**src/rtl/msg_pkg.sv**
```systemverilog
package msg_pkg;
  typedef enum logic {
    SEND_IDLE,
    SEND_BUSY
  } send_state_e;
endpackage

```
**src/rtl/msg_addr_latch.sv**
```systemverilog
module msg_addr_latch #(
  parameter int ADDR_W = 16
) (
  input  logic              clk,
  input  logic              rst,
  input  logic [ADDR_W-1:0] cfg_addr,
  output logic [ADDR_W-1:0] local_addr
);
  // Captured only while reset is held; no other path can write it.
  always_ff @(posedge clk) begin
    if (rst) local_addr <= cfg_addr;
  end
endmodule

```
**src/rtl/msg_tx_stamp.sv**
```systemverilog
module msg_tx_stamp
  import msg_pkg::*;
#(
  parameter int WORD_W    = 32,
  parameter int ADDR_W    = 16,
  parameter int MSG_WORDS = 4
) (
  input  logic                        clk,
  input  logic                        rst,
  input  logic [ADDR_W-1:0]           local_addr,
  input  logic                        tx_valid,
  output logic                        tx_ready,
  input  logic [MSG_WORDS*WORD_W-1:0] tx_msg,
  output logic                        lo_valid,
  input  logic                        lo_ready,
  output logic                        lo_sof,
  output logic [WORD_W-1:0]           lo_data
);
  localparam int IDX_W = (MSG_WORDS > 1) ? $clog2(MSG_WORDS) : 1;
  localparam logic [IDX_W-1:0] LAST_IDX = IDX_W'(MSG_WORDS - 1);

  send_state_e       st_q;
  logic [IDX_W-1:0]  idx_q;
  logic [WORD_W-1:0] hold_q [MSG_WORDS];
  logic [WORD_W-1:0] header_w;
  logic              load;

  assign load = (st_q == SEND_IDLE) && tx_valid;

  // Header: keep the agent's target field, force the origin field.
  always_comb begin
    header_w = tx_msg[WORD_W-1:0];
    header_w[ADDR_W +: ADDR_W] = local_addr;
  end

  for (genvar g = 0; g < MSG_WORDS; g++) begin : g_hold
    if (g == 0) begin : g_hdr
      always_ff @(posedge clk) begin
        if (load) hold_q[g] <= header_w;
      end
    end else begin : g_body
      always_ff @(posedge clk) begin
        if (load) hold_q[g] <= tx_msg[g*WORD_W +: WORD_W];
      end
    end
  end

  always_ff @(posedge clk) begin
    if (rst) begin
      st_q  <= SEND_IDLE;
      idx_q <= '0;
    end else begin
      case (st_q)
        SEND_IDLE: begin
          if (tx_valid) begin
            st_q  <= SEND_BUSY;
            idx_q <= '0;
          end
        end
        SEND_BUSY: begin
          if (lo_ready) begin
            if (idx_q == LAST_IDX) st_q <= SEND_IDLE;
            else                   idx_q <= idx_q + 1'b1;
          end
        end
        default: st_q <= SEND_IDLE;
      endcase
    end
  end

  assign tx_ready = (st_q == SEND_IDLE);
  assign lo_valid = (st_q == SEND_BUSY);
  assign lo_sof   = lo_valid && (idx_q == '0);
  assign lo_data  = hold_q[idx_q];
endmodule

```
**src/rtl/msg_rx_filter.sv**
```systemverilog
module msg_rx_filter #(
  parameter int WORD_W    = 32,
  parameter int ADDR_W    = 16,
  parameter int MSG_WORDS = 4,
  parameter int CNT_W     = 8
) (
  input  logic                        clk,
  input  logic                        rst,
  input  logic [ADDR_W-1:0]           local_addr,
  input  logic                        li_valid,
  output logic                        li_ready,
  input  logic                        li_sof,
  input  logic [WORD_W-1:0]           li_data,
  output logic                        rx_valid,
  input  logic                        rx_ready,
  output logic [MSG_WORDS*WORD_W-1:0] rx_msg,
  output logic [ADDR_W-1:0]           rx_src,
  output logic [CNT_W-1:0]            drop_count
);
  localparam int IDX_W = (MSG_WORDS > 1) ? $clog2(MSG_WORDS) : 1;
  localparam logic [IDX_W-1:0] LAST_IDX = IDX_W'(MSG_WORDS - 1);

  logic [WORD_W-1:0]           asm_q [MSG_WORDS];
  logic [IDX_W-1:0]            idx_q;
  logic                        inframe_q;
  logic                        full_q;
  logic [MSG_WORDS*WORD_W-1:0] out_q;
  logic [CNT_W-1:0]            cnt_q;
  logic take, start, more, ends, hit;

  assign take  = li_valid && !full_q;
  assign start = take && li_sof;
  assign more  = take && !li_sof && inframe_q;
  assign ends  = more && (idx_q == LAST_IDX);
  assign hit   = (asm_q[0][ADDR_W-1:0] == local_addr);

  // Assembly storage: no reset, written at the frame position.
  always_ff @(posedge clk) begin
    if (start)             asm_q[0]     <= li_data;
    else if (more && !ends) asm_q[idx_q] <= li_data;
  end

  always_ff @(posedge clk) begin
    if (ends && hit) begin
      for (int k = 0; k < MSG_WORDS - 1; k++) out_q[k*WORD_W +: WORD_W] <= asm_q[k];
      out_q[(MSG_WORDS-1)*WORD_W +: WORD_W] <= li_data;
    end
  end

  always_ff @(posedge clk) begin
    if (rst) begin
      idx_q     <= '0;
      inframe_q <= 1'b0;
      full_q    <= 1'b0;
      cnt_q     <= '0;
    end else begin
      if (start) begin
        idx_q     <= IDX_W'(1);
        inframe_q <= 1'b1;
      end else if (ends) begin
        idx_q     <= '0;
        inframe_q <= 1'b0;
        if (hit)              full_q <= 1'b1;
        else if (cnt_q != '1) cnt_q  <= cnt_q + 1'b1;
      end else if (more) begin
        idx_q <= idx_q + 1'b1;
      end
      if (full_q && rx_ready) full_q <= 1'b0;
    end
  end

  assign li_ready   = !full_q;
  assign rx_valid   = full_q;
  assign rx_msg     = out_q;
  assign rx_src     = out_q[ADDR_W +: ADDR_W];
  assign drop_count = cnt_q;
endmodule

```
**src/rtl/msg_endpoint.sv**
```systemverilog
module msg_endpoint #(
  parameter int WORD_W    = 32,
  parameter int ADDR_W    = 16,
  parameter int MSG_WORDS = 4,
  parameter int CNT_W     = 8
) (
  input  logic                        clk,
  input  logic                        rst,
  input  logic [ADDR_W-1:0]           cfg_addr,
  input  logic                        tx_valid,
  output logic                        tx_ready,
  input  logic [MSG_WORDS*WORD_W-1:0] tx_msg,
  output logic                        lo_valid,
  input  logic                        lo_ready,
  output logic                        lo_sof,
  output logic [WORD_W-1:0]           lo_data,
  input  logic                        li_valid,
  output logic                        li_ready,
  input  logic                        li_sof,
  input  logic [WORD_W-1:0]           li_data,
  output logic                        rx_valid,
  input  logic                        rx_ready,
  output logic [MSG_WORDS*WORD_W-1:0] rx_msg,
  output logic [ADDR_W-1:0]           rx_src,
  output logic [CNT_W-1:0]            drop_count
);
  logic [ADDR_W-1:0] local_addr;

  msg_addr_latch #(.ADDR_W(ADDR_W)) u_addr (
    .clk(clk), .rst(rst), .cfg_addr(cfg_addr), .local_addr(local_addr)
  );

  msg_tx_stamp #(.WORD_W(WORD_W), .ADDR_W(ADDR_W), .MSG_WORDS(MSG_WORDS)) u_tx (
    .clk(clk), .rst(rst), .local_addr(local_addr),
    .tx_valid(tx_valid), .tx_ready(tx_ready), .tx_msg(tx_msg),
    .lo_valid(lo_valid), .lo_ready(lo_ready), .lo_sof(lo_sof), .lo_data(lo_data)
  );

  msg_rx_filter #(.WORD_W(WORD_W), .ADDR_W(ADDR_W), .MSG_WORDS(MSG_WORDS), .CNT_W(CNT_W)) u_rx (
    .clk(clk), .rst(rst), .local_addr(local_addr),
    .li_valid(li_valid), .li_ready(li_ready), .li_sof(li_sof), .li_data(li_data),
    .rx_valid(rx_valid), .rx_ready(rx_ready), .rx_msg(rx_msg), .rx_src(rx_src),
    .drop_count(drop_count)
  );
endmodule

```
**config.mk**
```make
export PLATFORM = sky130hd
export DESIGN_NAME = msg_endpoint
export DESIGN_NICKNAME = d
export VERILOG_FILES = /design/src/rtl/msg_pkg.sv /design/src/rtl/msg_addr_latch.sv /design/src/rtl/msg_tx_stamp.sv /design/src/rtl/msg_rx_filter.sv /design/src/rtl/msg_endpoint.sv
export SDC_FILE = /design/constraint.sdc
export NUM_CORES = 1
export LEC_CHECK = 0
export BUFFER_PORTS_ARGS = -buffer_cell sky130_fd_sc_hd__buf_4
export CAP_MARGIN = 20
export CORE_ASPECT_RATIO = 1.1
export CORE_MARGIN = 4
export CORE_UTILIZATION = 46
export CTS_CLUSTER_SIZE = 40
export DETAILED_ROUTE_END_ITERATION = 16
export GPL_TIMING_DRIVEN = 0
export MAX_ROUTING_LAYER = met4
export PLACE_DENSITY = 0.72
export SLEW_MARGIN = 5
export SYNTH_ARGS = -nofsm -noshare
export SYNTH_HDL_FRONTEND = slang
export SYNTH_SLANG_ARGS = --single-unit
```
**constraint.sdc**
```tcl
create_clock -name clk -period 6 [get_ports clk]
set_clock_uncertainty 0.05 [all_clocks]
set_input_delay 0.3 -clock clk [delete_from_list [all_inputs] [get_ports clk]]
set_output_delay 0.3 -clock clk [all_outputs]
set_load 0.03 [all_outputs]
```
==> out/summary.txt <==
WP buf/inv: 2
ANT nets after route: 0
Hold Crit Class: primary input to register
largest net degree at the start of global routing: 54
Post-synth EDFFs: 368
Setup Total Neg Slack: 0 ps
fin crit share: 46.91%
cell area after synthesis: 13010 sq um
Pre-antenna DRT Iters: 5
post-CTS setup buffer count: 0
R2R Setup Slk: 3190 ps
LEAKAGE: 0.007109 uW
initial antenna violation count: 2
layout cells sized above 1: 42.64%
min Tclk post-route: 2814 ps
Crit Path Class: register to register
setup violators final: 0
final hold vios: 0
relative slew slack: 40.90%
Worst-Skew Late Latency: 520 ps
Setup crit start kind: register
fmax: 355.3 MHz
CP max stage cell: and2_4
DP Area: 16350 sq um
Die H: 184.4 um
Post-Layout Inst Area: 19180 sq um
WL final: 33120 um
Crit path largest cell delay: 520 ps
DRC: 0
Post-Layout Cell Count: 1507
most frequent cell after synthesis: edfxtp_1
Distinct cells, synth: 43
largest area contributor in the netlist: edfxtp_1
row cnt: 64
IO Port Bufs: 355
RSZ-0062 raised after global routing: false
I/O pin count: 372
Synth Net Count: 732
ys async rst share: 0%
synth cell count leaders: edfxtp_1 (368), mux4_2 (32), dfxtp_1 (17), buf_4 (16), xnor2_1 (16)
CP Cell Sequence: xnor2_1, nand4_1, nor4_4, buf_6, and2_4, buf_16
Final Hold Slack: 60.99 ps
root buffer cell: clkbuf_16
cell family with most CP delay: simple AND/OR/NAND/NOR gates
placed insts: 1272
CTS H-Tree Depth: 2
synth warn: 0
core area: 27870 sq um
gr usage total: 21.48%
max_cap viols: 0
register area share after synthesis: 87.56%
CP Max Fanout: 53
Core Util, Final: 68.84%
vias in the first global route: 7905
Detailed Route Iter0 Violations: 588
overall die area: 31040 sq um
number of CTS-inserted buffers: 39
DPL Wire Length: 21430 um
Area Overhead vs Synth: 47.46%
CTS sink cnt: 385
Worst Path Arrival: 2960 ps
CTS tree: done
clk buf depth: 3
Worst Path Required: 6140 ps
worst slew pin tran: 884.6 ps
first-pass GRT wire length: 48330 um
area share of the largest cell type after synthesis: 84.94%
Initial Util: 46.69%
GR Overflow Total: 0
WL per Instance: 21.98 um
dominant synthesized flop cell: edfxtp_1
syn avg cell area: 23.87 sq um
synth top area cells: edfxtp_1 (85%), mux4_2 (5.5%), dfxtp_1 (2.6%), xnor2_1 (1.1%), buf_4 (0.92%)
Final Max Slew Viols: 0
Mapped Cells: 545
Yosys reg bits: 385
RD Place Congestion: 0.7910
fin nets: 1298
Max VDD drop: 0.0002878 V
clock transition at the registers of the reported paths: 60 ps
P per Cell Area: 298.4 nW/um^2
Die X: 168.3 um
DR vias/cell: 4.914
Setup crit end kind: register
DR vias: 7406
status: complete, no violations
-- where the power goes --
group | switching [uW] | internal (uW) | total (uW)
clock | 969 | 1310 | 2280
combinational | 169 | 213 | 382
sequential | 35.5 | 3030 | 3060
-- area by class of cell --
type,instances,area (sq um)
clock buffers,46,1023
clock inverters,26,190.2
diodes,2,5.005
plain buffers,26,168.9
multi-input cells,125,1446
fillers,1701,8682
well taps,363,454.2
flip-flops and latches,385,11390
inverters,9,33.78
repair buffers,525,4472
-- registers in the layout, summed over array words and instances, names as in the netlist, named ones only --
| name | count |
|---|---|
| u_rx.drop_count | 8 |
| u_rx.idx_q | 2 |
| u_rx.rx_msg | 128 |
| u_rx.asm_q | 96 |
| u_rx.inframe_q | 1 |
| u_addr.local_addr | 16 |
| u_tx.hold_q | 128 |
| u_tx.lo_valid | 1 |
| u_tx.idx_q | 2 |
| u_rx.rx_valid | 1 |
-- layer usage --
layer,vias up,share of wire (%),GRT usage [%]
met5,-,0,-
met4,0,2.3,5.617
met3,64,11,8.044
met2,382,50,35.40
met1,3628,37,25.20
li1,3332,-,-
-- metrics by stage --
stage	power (uW)	worst slack (ps)
floorplan	3227	1300
detailed placement	3404	3149
finish	5725	3186
global placement	3389	-355.9
CTS	5773	3137
global route	5934	3033
-- what timing repair did --
| action | CTS | global route |
|---|---|---|
| hold endpoints to repair | 257 | 0 |
| gates resized for setup | 0 | 0 |
| hold buffers | 161 | 0 |
-- layout by cell type (no fill, tap or decap), types with 2 or more instances in the layout --
master | netlist | final
bufinv_16 | 0 | 2
nor3_1 | 3 | 3
dfxtp_1 | 17 | 17
mux4_2 | 32 | 32
clkinv_2 | 0 | 10
edfxtp_1 | 368 | 368
nor2b_1 | 4 | 3
clkbuf_1 | 4 | 10
xnor2_1 | 16 | 16
buf_4 | 16 | 371
o21ai_0 | 5 | 5
nand2_1 | 6 | 6
buf_1 | 2 | 2
buf_2 | 3 | 3
nand4_1 | 5 | 5
o31ai_1 | 2 | 2
mux2_4 | 2 | 2
or3_1 | 3 | 3
or4_1 | 2 | 2
nor2_1 | 9 | 8
ha_1 | 4 | 4
diode_2 | 0 | 2
dlygate4sd3_1 | 0 | 161
nand2b_1 | 2 | 2
inv_1 | 8 | 8
clkinv_4 | 0 | 2
clkbuf_16 | 0 | 40
and3_1 | 2 | 2
buf_12 | 0 | 7
a21oi_1 | 9 | 9
buf_16 | 0 | 2
clkinv_1 | 0 | 10
-- worst min-delay path, stage by stage --
cell and delay [ps]:
buf_4 80, a2bb2oi_1 150, nor3_1 50
-- path summary, 6_finish.rpt --
check                             from         endpoint  cells past startpoint
setup / recovery  u_addr.local_addr[6]  u_rx.rx_msg[80]                      6
hold / removal                rx_ready    u_rx.rx_valid                      3
setup reg to reg  u_addr.local_addr[6]  u_rx.rx_msg[80]                      6
hold reg to reg      u_rx.asm_q[0][28]  u_rx.rx_msg[28]                      0
-- kinds of logic (layout without fill, tap and decap cells) --
family | count (synthesis) | after routing | synth area share, %
AO/OA/AOI/OAI | 20 | 20 | 1.000
XOR/XNOR | 16 | 16 | 1.077
adder cells (fa/ha/maj) | 4 | 4 | 0.3847
buffers and inverters | 35 | 632 | 1.558
flip-flops | 385 | 385 | 87.56
multiplexers | 36 | 36 | 5.934
other | 0 | 2 | 0
AND/OR/NAND/NOR | 49 | 49 | 2.491
No activity file was read; power rests on OpenSTA's default activity.
